==> src/rtl/pll_seq_pkg.sv <==
package pll_seq_pkg;

   typedef enum logic [2:0] {
      S_IDLE,
      S_RST,
      S_BYP,
      S_PROG,
      S_HOLD,
      S_REL,
      S_LOCK
   } seq_state_t;

   localparam logic [1:0] SEL_DIV  = 2'd0;
   localparam logic [1:0] SEL_FRAC = 2'd1;
   localparam logic [1:0] SEL_CMD  = 2'd2;

   localparam int CMD_RATE = 0;
   localparam int CMD_UP   = 1;
   localparam int CMD_DOWN = 2;

endpackage

==> src/rtl/pll_lock_sync.sv <==
module pll_lock_sync #(
   parameter int STAGES = 2
) (
   input  logic clk,
   input  logic rst_n,
   input  logic d_async,
   output logic q_sync
);

   logic [STAGES-1:0] chain;

   generate
      if (STAGES < 2) begin : g_bad
         $error("pll_lock_sync needs at least two stages");
      end
   endgenerate

   always_ff @(posedge clk or negedge rst_n) begin
      if (!rst_n) chain <= '0;
      else        chain <= {chain[STAGES-2:0], d_async};
   end

   assign q_sync = chain[STAGES-1];

endmodule

==> src/rtl/pll_us_timer.sv <==
module pll_us_timer #(
   parameter int CYC_PER_US = 125,
   parameter int MAX_US     = 10000,
   localparam int PRE_W     = $clog2(CYC_PER_US),
   localparam int CNT_W     = $clog2(MAX_US + 1)
) (
   input  logic             clk,
   input  logic             rst_n,
   input  logic             run,
   output logic [CNT_W-1:0] us_cnt
);

   logic [PRE_W-1:0] pre;

   generate
      if (CYC_PER_US < 2) begin : g_bad_cyc
         $error("CYC_PER_US must be at least 2");
      end
   endgenerate

   always_ff @(posedge clk or negedge rst_n) begin
      if (!rst_n) begin
         pre    <= '0;
         us_cnt <= '0;
      end else if (!run) begin
         pre    <= '0;
         us_cnt <= '0;
      end else if (pre == PRE_W'(CYC_PER_US - 1)) begin
         pre <= '0;
         if (us_cnt != CNT_W'(MAX_US)) us_cnt <= us_cnt + 1'b1;
      end else begin
         pre <= pre + 1'b1;
      end
   end

   // a fresh run window always starts from zero elapsed microseconds
   p_restart_zero_r5: assert property (@(posedge clk) disable iff (!rst_n)
      $rose(run) |-> (us_cnt == '0));

endmodule

==> src/rtl/pll_seq_ctrl.sv <==
module pll_seq_ctrl
   import pll_seq_pkg::*;
#(
   parameter int CYC_PER_US  = 125,
   parameter int RST_HOLD_US = 3,
   parameter int LOCK_TMO_US = 10000,
   parameter int MDIV_W      = 10,
   parameter int PDIV_W      = 6,
   parameter int SDIV_W      = 3,
   parameter int KDIV_W      = 16,
   parameter bit FRAC_EN     = 1'b1,
   parameter int DEF_MDIV    = 250,
   parameter int DEF_PDIV    = 3,
   parameter int DEF_SDIV    = 1,
   parameter int DEF_KDIV    = 0,
   localparam int DATA_W     = 32,
   localparam int M_LSB      = 12,
   localparam int P_LSB      = 4,
   localparam int S_LSB      = 0,
   localparam int MAX_US     = (RST_HOLD_US > LOCK_TMO_US) ? RST_HOLD_US : LOCK_TMO_US,
   localparam int CNT_W      = $clog2(MAX_US + 1),
   localparam int HOLD_CYC   = RST_HOLD_US * CYC_PER_US,
   localparam int HC_W       = $clog2(HOLD_CYC + 2) + 1
) (
   input  logic              clk,
   input  logic              rst_n,
   input  logic              wr_en,
   input  logic [1:0]        wr_sel,
   input  logic [DATA_W-1:0] wr_data,
   input  logic              pll_lock,
   output logic              pll_rst_n,
   output logic              pll_bypass,
   output logic              pll_lock_sel,
   output logic [MDIV_W-1:0] pll_mdiv,
   output logic [PDIV_W-1:0] pll_pdiv,
   output logic [SDIV_W-1:0] pll_sdiv,
   output logic [KDIV_W-1:0] pll_kdiv,
   output logic              busy,
   output logic              done,
   output logic              fail,
   output logic              err
);

   generate
      if (M_LSB + MDIV_W > DATA_W) begin : g_bad_m
         $error("multiplier field exceeds data word");
      end
      if (P_LSB + PDIV_W > M_LSB) begin : g_bad_p
         $error("pre-divider field overlaps multiplier");
      end
      if (S_LSB + SDIV_W > P_LSB) begin : g_bad_s
         $error("post-divider field overlaps pre-divider");
      end
      if (KDIV_W > DATA_W) begin : g_bad_k
         $error("fraction wider than data word");
      end
      if (RST_HOLD_US < 1 || LOCK_TMO_US < 1) begin : g_bad_t
         $error("hold and timeout must be at least one microsecond");
      end
   endgenerate

   seq_state_t         state;
   logic               lock_s;
   logic               tmr_run;
   logic [CNT_W-1:0]   us_cnt;
   logic [MDIV_W-1:0]  stg_m;
   logic [PDIV_W-1:0]  stg_p;
   logic [SDIV_W-1:0]  stg_s;
   logic [KDIV_W-1:0]  stg_k;
   logic               idle_wr;
   logic [2:0]         cmd;

   assign busy    = (state != S_IDLE);
   assign idle_wr = wr_en && (state == S_IDLE);
   assign cmd     = wr_data[2:0];
   assign tmr_run = (state == S_HOLD) || (state == S_LOCK);

   pll_lock_sync #(.STAGES(2)) u_sync (
      .clk    (clk),
      .rst_n  (rst_n),
      .d_async(pll_lock),
      .q_sync (lock_s)
   );

   pll_us_timer #(.CYC_PER_US(CYC_PER_US), .MAX_US(MAX_US)) u_tmr (
      .clk   (clk),
      .rst_n (rst_n),
      .run   (tmr_run),
      .us_cnt(us_cnt)
   );

   // staging of integer dividers
   always_ff @(posedge clk or negedge rst_n) begin
      if (!rst_n) begin
         stg_m <= MDIV_W'(DEF_MDIV);
         stg_p <= PDIV_W'(DEF_PDIV);
         stg_s <= SDIV_W'(DEF_SDIV);
      end else if (idle_wr && wr_sel == SEL_DIV) begin
         stg_m <= wr_data[M_LSB +: MDIV_W];
         stg_p <= wr_data[P_LSB +: PDIV_W];
         stg_s <= wr_data[S_LSB +: SDIV_W];
      end
   end

   // fractional staging exists only on the fractional variant
   generate
      if (FRAC_EN) begin : g_frac
         always_ff @(posedge clk or negedge rst_n) begin
            if (!rst_n)                              stg_k <= KDIV_W'(DEF_KDIV);
            else if (idle_wr && wr_sel == SEL_FRAC) stg_k <= wr_data[KDIV_W-1:0];
         end
      end else begin : g_int
         assign stg_k = '0;
      end
   endgenerate

   always_ff @(posedge clk or negedge rst_n) begin
      if (!rst_n) begin
         state        <= S_IDLE;
         pll_rst_n    <= 1'b0;
         pll_bypass   <= 1'b0;
         pll_lock_sel <= 1'b0;
         pll_mdiv     <= MDIV_W'(DEF_MDIV);
         pll_pdiv     <= PDIV_W'(DEF_PDIV);
         pll_sdiv     <= SDIV_W'(DEF_SDIV);
         pll_kdiv     <= FRAC_EN ? KDIV_W'(DEF_KDIV) : '0;
         done         <= 1'b0;
         fail         <= 1'b0;
         err          <= 1'b0;
      end else begin
         done <= 1'b0;
         fail <= 1'b0;
         case (state)
            S_IDLE: begin
               if (idle_wr && wr_sel == SEL_CMD && cmd != 3'b000) begin
                  err <= 1'b0;
                  if (cmd[CMD_RATE]) begin
                     if (stg_m == pll_mdiv && stg_p == pll_pdiv) begin
                        pll_sdiv <= stg_s;
                        pll_kdiv <= stg_k;
                        done     <= 1'b1;
                     end else begin
                        pll_lock_sel <= 1'b1;
                        state        <= S_RST;
                     end
                  end else if (cmd[CMD_UP]) begin
                     if (pll_rst_n) begin
                        done <= 1'b1;
                     end else begin
                        pll_bypass <= 1'b1;
                        state      <= S_REL;
                     end
                  end else begin
                     pll_rst_n <= 1'b0;
                     done      <= 1'b1;
                  end
               end
            end
            S_RST: begin
               pll_rst_n <= 1'b0;
               state     <= S_BYP;
            end
            S_BYP: begin
               pll_bypass <= 1'b1;
               state      <= S_PROG;
            end
            S_PROG: begin
               pll_mdiv <= stg_m;
               pll_pdiv <= stg_p;
               pll_sdiv <= stg_s;
               pll_kdiv <= stg_k;
               state    <= S_HOLD;
            end
            S_HOLD: begin
               if (us_cnt >= CNT_W'(RST_HOLD_US)) state <= S_REL;
            end
            S_REL: begin
               pll_rst_n <= 1'b1;
               state     <= S_LOCK;
            end
            S_LOCK: begin
               if (lock_s) begin
                  pll_bypass <= 1'b0;
                  done       <= 1'b1;
                  state      <= S_IDLE;
               end else if (us_cnt >= CNT_W'(LOCK_TMO_US)) begin
                  fail  <= 1'b1;
                  err   <= 1'b1;
                  state <= S_IDLE;
               end
            end
            default: state <= S_IDLE;
         endcase
      end
   end

   // cycles since the dividers were last programmed, saturating
   logic [HC_W-1:0] chk_hold;
   always_ff @(posedge clk or negedge rst_n) begin
      if (!rst_n)                                chk_hold <= '0;
      else if (state == S_PROG)                  chk_hold <= '0;
      else if (chk_hold <= HC_W'(HOLD_CYC))      chk_hold <= chk_hold + 1'b1;
   end

   p_hold_window_r5: assert property (@(posedge clk) disable iff (!rst_n)
      (state == S_REL && $past(state) == S_HOLD) |-> (chk_hold >= HC_W'(HOLD_CYC)));

   p_bypass_at_release_r4: assert property (@(posedge clk) disable iff (!rst_n)
      $rose(pll_rst_n) |-> pll_bypass);

   p_unbypass_after_lock_r6: assert property (@(posedge clk) disable iff (!rst_n)
      $fell(pll_bypass) |-> $past(lock_s));

   p_mdiv_in_reset_r4: assert property (@(posedge clk) disable iff (!rst_n)
      !$stable(pll_mdiv) |-> (!pll_rst_n && pll_bypass));

   p_done_fail_excl_r7: assert property (@(posedge clk) disable iff (!rst_n)
      !(done && fail));

   p_fail_sets_err_r7: assert property (@(posedge clk) disable iff (!rst_n)
      fail |-> (err && pll_bypass && pll_rst_n));

   p_busy_holds_stage_r10: assert property (@(posedge clk) disable iff (!rst_n)
      $past(busy) |-> $stable(stg_m));

endmodule

==> config.mk <==
export PLATFORM = sky130hd
export DESIGN_NAME = pll_seq_ctrl
export DESIGN_NICKNAME = d
export VERILOG_FILES = /design/src/rtl/pll_seq_pkg.sv /design/src/rtl/pll_lock_sync.sv /design/src/rtl/pll_us_timer.sv /design/src/rtl/pll_seq_ctrl.sv
export SDC_FILE = /design/constraint.sdc
export NUM_CORES = 1
export LEC_CHECK = 0
export ABC_AREA = 1
export BUFFER_PORTS_ARGS = -buffer_cell sky130_fd_sc_hd__buf_2
export CAP_MARGIN = 10
export CORE_MARGIN = 2
export CORE_UTILIZATION = 56
export DETAILED_ROUTE_END_ITERATION = 10
export PLACE_DENSITY = 0.85
export SETUP_SLACK_MARGIN = 0.3
export SLEW_MARGIN = 20
export SYNTH_ARGS = -nofsm -noshare
export SYNTH_HDL_FRONTEND = slang
export SYNTH_SLANG_ARGS = --single-unit
==> constraint.sdc <==
create_clock -name clk -period 2.5 [get_ports clk]
set_input_delay 0.125 -clock clk [delete_from_list [all_inputs] [get_ports clk]]
set_output_delay 0.125 -clock clk [all_outputs]
set_load 0.005 [all_outputs]
### Word-level counts from Yosys, hierarchy flattened

Cells that the tools add are included.

* output and inout port bits: 42
* logic and storage cells: 120
* flip-flop bits (word level): 102
* input bits: 38

* bitwise logic cells: 1
* equal/unequal tests: 29
* muxes and demuxes: 46
* reductions and logical operators: 22
* add/sub/neg operators: 2
* order comparisons: 2

Operators with widths (number)
* $mux 16: 3
* $mux 14: 3
* $mux 3: 11
* $pmux 16 s2: 1
* $pmux 3 s7: 1
* $mux 1: 20
* $ne 2x2->1 const B: 8
* $reduce_and 4->1: 4
* $add 14x1->14 const B: 1
* $ge 14x14->1 const B: 1
* $ge 14x2->1 const B: 1
* $mux 7: 2
* $ne 14x14->1 const B: 1
* $reduce_and 6->1: 2
* $reduce_bool 3->1: 4
* $eq 10x10->1: 1
* $ne 2x1->1 const B: 5
* $eq 3x3->1 const B: 3
* $ne 3x3->1 const B: 3
* $add 7x1->7 const B: 1
* $eq 7x7->1 const B: 1
* $eq 3x2->1 const B: 2
* $eq 6x6->1: 1
* $logic_and 1x1->1: 6
* 13 further kinds: 16

### Logic depth before layout (Yosys ltp)

Gate-level depths: netlist of run 1.

* depth in word-level cells: 6
* depth in mapped cells: 12
* depth with buffers taken out: 11

### Modules after synthesis

A second synthesis of run 1 with hierarchy kept.

* cell total of the unflattened synthesis: 620
* area, all modules: 5084.9 um2

By module, submodules not included
* pll_seq_ctrl: cells an instance 419, seq. area each 1999.4 um2, area an instance 3631.0 um2, times used 1
* pll_us_timer: cells an instance 199, seq. area each 525.5 um2, area an instance 1403.8 um2, times used 1
* pll_lock_sync: cells an instance 2, seq. area each 50.0 um2, area an instance 50.0 um2, times used 1

### Worst setup path after synthesis of run 1

OpenSTA, ideal clock, no wires.

* path kind: reg-to-reg
* start point: register state[1]
* end point: register stg_k[12]
* clock period less this slack: 1.722 ns
* path buffers: 1
* arrival time: 1.597 ns
* stages on the path, launching flop included: 8
* setup slack: 0.778 ns
* setup time: 0.125 ns
* required time: 2.375 ns
* cell sequence: dfrtp_1 inv_2 nand2_4 nor2_8 nand2_4 nor3_4 buf_4 mux2_2

* longest elaborated chain between the ends: 3

Ends and longest elaborated chain
* start: declaration: line pll_seq_ctrl.sv:62 `seq_state_t state;`
* start signal: assignment: line pll_seq_ctrl.sv:119 `state <= S_IDLE;`
* start signal: assignment: line pll_seq_ctrl.sv:144 `state <= S_RST;`
* start signal: assignment: line pll_seq_ctrl.sv:151 `state <= S_REL;`
* $logic_not 3->1: line pll_seq_ctrl.sv:74 `assign idle_wr = wr_en && (state == S_IDLE);`
* $logic_and 1x1->1: line pll_seq_ctrl.sv:74
* $logic_and 1x1->1: line pll_seq_ctrl.sv:110 `else if (idle_wr && wr_sel == SEL_FRAC) stg_k <= wr_data[KDIV_W-1:0];`
* end signal: assignment: line pll_seq_ctrl.sv:109 `if (!rst_n) stg_k <= KDIV_W'(DEF_KDIV);`
* end signal: assignment: line pll_seq_ctrl.sv:110
* end: declaration: line pll_seq_ctrl.sv:69 `logic [KDIV_W-1:0] stg_k;`

Every way passes these cells.
A chain may end at the register's enable or synchronous reset.

### Worst setup path in the final report of run 1

* start point: register state[2]
* end point: register u_tmr.us_cnt[11]

* longest elaborated chain between the ends: 4
* elaborated cells on any way between the ends: 7
* classes of those cells: eq/ne (4); mux (1); reduce/logical (2)

Ends and longest elaborated chain
* $eq 3x3->1: line pll_seq_ctrl.sv:76 `assign tmr_run = (state == S_HOLD) || (state == S_LOCK);`
* $logic_or 1x1->1 (*): line pll_seq_ctrl.sv:76
* $ne 2x2->1 (no source line)
* $reduce_and 2->1 (no source line)
* end signal: assignment: line pll_us_timer.sv:30 `if (us_cnt != CNT_W'(MAX_US)) us_cnt <= us_cnt + 1'b1;`
* end: declaration: line pll_us_timer.sv:10 `output logic [CNT_W-1:0] us_cnt`

Mark *: on every way between the ends. The rest lies on a longest branch, timed or not.

==> metrics.txt, run 1 <==
synth top area cells dfrtp_1 44%, nand2_1 12%, dfstp_2 9.8%; FMAX 0.503 GHz; VDD IR max 0.000374 V; IO Count 80; worst hold path type in2reg; synthesis-stage register bit count 102; number of DRC markers in iteration 0 372; RSZ-0062 raised after global routing no; area of the mapped netlist 0.00480 mm2; Slew HR 46.5%; n_diodes 0; Pleak 2.97 nW; max cap viols 0; Total Wirelength 11100 um; Final Util 69.1%; syn avg cell area 8.43 um2; syn_nets 612; clk_skew 0.0149 ns; Critical R2R Launch state[2]; Startpoint Class flip-flop; Vias/cell 5.45; top cell type's share of synthesized area 43.8%; layout cells sized above 1 20.5%; status finished clean; GRT overflow 0; CP arrival 2.26 ns; Placed Area 0.00527 mm2; antenna-violating nets left 0; Initial Utilization 58.2%; HP Start wr_data[2]; largest net degree at the start of global routing 58; final hold vios 0; H-Tree Depth 3; warnings from Yosys 0; actual slew at the worst max-slew pin 0.797 ns; WHS 0.0473 ns; clk slew on worst S/H paths 0.11 ns; initial antenna violation count 0; sequential element share of the synthesized area 53.6%; Row Count 33; global placer's final weighted congestion 0.935; CTS tree done; Die X 96.6 um; Crit Path Max Fanout 16; root buffer cell clkbuf_8; Filler Cell Count 622; setup bufs post-CTS 0; gr usage total 24.9%; cells after synthesis 570; worst-skew pair later-pin latency 0.38 ns; fin crit period 1.99 ns; chip height 96.6 um; Pre-antenna DRT Iters 5; Pwr per Cell Area 505 mW/mm2; first-pass GRT wire length 19200 um; Num CTS Buffers 9; Final setup viols 0; Max clock buf depth 2; post-DP HPWL 7330 um; period utilization 79.5%; via count 4207; DR WL/cell 14.4 um; Slew Limit Fails 0; vias in the first global route 4133; final setup TNS 0 ns; post-route cell area 0.00571 mm2; count of distinct cell types in the synthesized netlist 35; WS Path Type reg2reg; largest area contributor in the netlist dfrtp_1; synthesis-to-layout area growth 18.8%; Critical path origin state[2]; IO Port Bufs 69; DRC viols 0; crit path capture type flip-flop; NumNets Final 704; Crit path required time 2.77 ns; Die Area 0.00934 mm2; core footprint 0.00826 mm2; clk sinks 102
[registers in the layout (all words and copies together), names as in the netlist]
signal,count
done,1
err,1
fail,1
pll_bypass,1
pll_kdiv,16
pll_lock_sel,1
pll_mdiv,10
pll_pdiv,6
pll_rst_n,1
pll_sdiv,3
state,3
stg_k,16
stg_m,10
stg_p,6
stg_s,3
u_sync.chain,2
u_tmr.pre,7
u_tmr.us_cnt,14
[layer usage]
layer  vias to the layer above  wire, um  global-route usage (%)
li1                       2008         -                       -
met1                      2013      4620                    33.4
met2                       164      5650                    40.7
met3                        22       638                    5.06
met4                         0       216                    8.67
met5                         -         0                       0
[worst paths after layout]
kind | to | slack [ns] | cells past startpoint
worst max-delay path | u_tmr.us_cnt[11] | 0.51 | 6
worst min-delay path | stg_s[2] | 0.05 | 3
worst max register to register | u_tmr.us_cnt[11] | 0.51 | 6
worst min register to register | u_sync.chain[1] | 0.36 | 0
max in group asynchronous | pll_pdiv[0] | 1.42 | 3
min in group asynchronous | pll_kdiv[13] | 0.34 | 2
[critical path: stages, from the launching register on]
cell and delay, ns:
dfrtp_1 0.47, inv_1 0.15, nor2_1 0.23, inv_1 0.09
nand2_2 0.26, o21ai_1 0.36, o21ai_0 0.32
[where the power goes]
part           switching (mW)  total (mW)  leakage (nW)  internal [mW]
logic                  0.0542      0.0958          1.57         0.0416
registers            0.000606        1.65          1.28           1.65
clock network           0.639        1.14         0.113          0.499
[cells in the final DEF (no fill, tap or decap), types with 4 or more instances in the layout]
master	count
dlygate4sd3_1	21
nor2_1	47
clkbuf_8	9
mux2_2	13
buf_4	7
dfrtp_1	84
xor2_1	7
nand4_1	12
a21oi_1	13
inv_1	69
buf_2	68
nand3_1	47
nand2_1	157
ha_1	4
dfstp_2	18
nor3_1	8
o21ai_0	49
[cells in the mapped netlist, drive strengths merged]
cell type,count
a21oi,13
a31o,1
a31oi,1
and2,1
buf,11
clkbuf,5
dfrtp,84
dfstp,18
ha,4
inv,72
mux2,13
nand2,161
nand3,47
nand3b,3
nand4,12
nor2,49
nor3,10
nor4,1
o211ai,1
o21a,2
o21ai,51
o21bai,1
o22ai,1
or2,1
xor2,7
[kinds of logic (layout without fill, tap and decap cells)]
logic type / count (synthesis) / after routing / share of synthesized area [%]
xor+xnor: 7 / 7 / 1.28
mux: 13 / 13 / 3.05
simple gates: 285 / 285 / 25.8
flops: 102 / 102 / 53.6
buf+inv: 88 / 185 / 7.42
compound gates: 71 / 71 / 7.81
fa+ha+maj: 4 / 4 / 1.04
[stage by stage]
| stage | total power, mW | setup WS, ns | instances |
|---|---|---|---|
| final | 2.89 | 0.513 | 772 |
| after global routing | 3.00 | 0.355 | 772 |
| after CTS | 2.91 | 0.527 | 772 |
| after detailed placement | 1.76 | 0.562 | 735 |
| after global placement | 1.75 | 0.285 | 735 |
| after floorplan | 1.69 | 0.778 | 570 |
[layout make-up]
type                       count  area, um2  area share [%]
sequential                   102       2570            45.1
inverter                      72        270            4.73
clock inverter                 7        103            1.80
tap                          105        131            2.30
clock buffer                   9        124            2.17
multi-input combinational    380       1880            33.0
timing repair buffer          97        623            10.9
[timing repair]
action | in CTS | in global routing
hold buffers | 21 | 0
hold endpoints to repair | 69 | 0
resized for setup | 0 | 1
endpoints found under the setup margin | 0 | 1
(Power assumes the default switching activity.)
==> run 2: changes to the inputs <==
CORE_UTILIZATION = 51   (was 56)
PLACE_DENSITY = 0.82   (was 0.85)
clock period = 1.7 ns   (was 2.5 ns; I/O delays follow)
==> run 2 against run 1 <==
  * The run now ends with setup timing left
  * Critical path depth up 6
  * Worst hold slack better by 0.050 ns
  * Maximum frequency down 0.24%
  * Largest power group unchanged
==> metrics.txt, run 2 (synthesis results as in run 1) <==
Slew HR 62.5%; Final Util 82.6%; dpl cells 763; n_diodes 0; Sw Ratio 27.1%; crit path capture type flip-flop; final hold vios 0; fin crit period 1.99 ns; most frequent cells in the layout 125 x nand2_1, 83 x dfrtp_1, 67 x buf_2, 54 x inv_1, 53 x buf_4; DRC viols 0; FMAX 0.502 GHz; Placed Area 0.00549 mm2; status finished, violations left; Critical R2R Launch stg_m[4]; number of DRC markers in iteration 0 602; Crit path required time 2.06 ns; actual slew at the worst max-slew pin 0.557 ns; first-pass GRT wire length 26000 um; Crit Path Max Fanout 8; CP arrival 2.35 ns; layout cells sized above 1 46.2%; Pre-antenna DRT Iters 9; global placer's final weighted congestion 0.849; biggest regs pll_kdiv: 16 flops, stg_k: 16 flops, u_tmr.us_cnt: 14 flops; CTS tree done; clk slew on worst S/H paths 0.13 ns; most common cell after layout, fill and taps aside nand2_1; gr usage total 33.4%; failing checks setup timing; DR WL/cell 25.2 um; Slew Limit Fails 0; final setup TNS -6.97 ns; Max clock buf depth 2; Total Wirelength 22200 um; VDD IR max 0.000673 V; Die X 101 um; NumNets Final 806; chip height 101 um; Worst Setup EP pll_kdiv[8]; Row Count 35; Reg power frac 54.7%; worst hold path type in2reg; H-Tree Depth 3; IO Count 80; Num CTS Buffers 9; WS Path Type reg2reg; via count 5723; Vias/cell 6.50; synthesis-to-layout area growth 58.2%; clk sinks 102; Pleak 3.80 nW; antenna-violating nets left 0; cell-internal power 3.24 mW; Startpoint Class flip-flop; largest net degree at the start of global routing 37; Initial Utilization 52.2%; RSZ-0062 raised after global routing yes; period utilization 117%; post-route cell area 0.00760 mm2; Die Area 0.0102 mm2; R2R Setup Slk -0.29 ns; Pwr per Cell Area 585 mW/mm2; root buffer cell clkbuf_8; max cap viols 0; core footprint 0.00920 mm2; clock share of power 41.3%; Reg2Reg Depth 12; worst-skew pair later-pin latency 0.41 ns; combinational share of power 4.0%; vias in the first global route 5123; non-filler instance count after layout 880; Final setup viols 57; clk_skew 0.0212 ns; RR Endpoint pll_kdiv[8]; GRT overflow 0; sw power 1.21 mW; Critical path origin stg_m[4]; IO Port Bufs 69; post-DP HPWL 7830 um; initial antenna violation count 0; Final WS setup -0.292 ns
==> run 2: cell types whose count changed in the layout (fill, tap and decap cells not counted), moves of 15 or more <==
cell,before,now
buf_6,0,26
nand2_2,1,19
nor2_1,47,23
o21ai_0,49,15
o21ai_1,1,18
o21ai_2,1,16
nand2_4,3,18
nand2_1,157,125
inv_1,69,54
nor2_4,0,17
buf_4,7,53
==> run 2: how the worst min path moves through the flow <==
| stage | from | end | slack, ns | cells past startpoint |
|---|---|---|---|---|
| 2_1_floorplan | rst_n | done | -0.21 | 0 |
| 3_3_place_gp | rst_n | pll_mdiv[8] | 0.06 | 1 |
| 3_5_place_dp | rst_n | stg_m[8] | 0.06 | 1 |
| 4_1_cts | wr_data[0] | stg_s[0] | 0.02 | 3 |
| 5_1_grt | wr_data[1] | stg_s[1] | 0.09 | 3 |
| 6_report | wr_data[0] | pll_lock_sel | 0.1 | 2 |
==> run 2: worst max-delay path: stages (launching register included) <==
cell and delay (ns):
dfstp_2 0.56, inv_1 0.10, nand2_1 0.08, nand2_1 0.06
nor2_1 0.10, nand2_1 0.13, nor2_4 0.16, nand3_2 0.12
nand2_4 0.15, buf_12 0.12, buf_16 0.12, nand3_1 0.14
nand2_2 0.10
==> run 2: area by class of cell <==
type                    count  area (um2)
repair buffers            197        1880
flip-flops and latches    102        2580
fillers                   438        1600
clock inverters             7        95.1
multi-input cells         382        2500
clock buffers               9         124
well taps                 111         139
inverters                  72         278
==> run 2: stage by stage <==
step                power, mW  hold WS, ns  worst slack, ns
floorplan                2.48       -0.211          0.00972
global placement         2.59       0.0564          -0.0475
detailed placement       2.59       0.0554          -0.0902
CTS                      4.32       0.0171           0.0150
global route             4.53       0.0925           -0.421
finish                   4.45       0.0978           -0.292
==> run 2: repair_timing <==
action,CTS,global route
setup endpoints to repair,73,97
buffers inserted,44,19
endpoints found under the hold margin,66,0
hold buffers,23,0
gates cloned,12,3
pin swaps,15,34
gates resized for setup,126,131
==> run 2: power groups by stage <==
stage          Sequential, mW  Clock [mW]  Combinational [mW]
3_5_place_dp             2.48           0               0.111
6_report                 2.43        1.83               0.178
2_1_floorplan            2.48           0             0.00787
4_1_cts                  2.43        1.73               0.159
3_3_place_gp             2.48           0               0.110
5_1_grt                  2.43        1.90               0.190
==> run 2: routing by layer <==
| metal | vias to the layer above | wire [um] | global-route usage (%) |
|---|---|---|---|
| met5 | - | 0 | 0 |
| met1 | 2700 | 7190 | 40.9 |
| li1 | 2217 | - | - |
| met4 | 0 | 2020 | 18.3 |
| met3 | 217 | 2640 | 6.31 |
| met2 | 589 | 10400 | 55.5 |
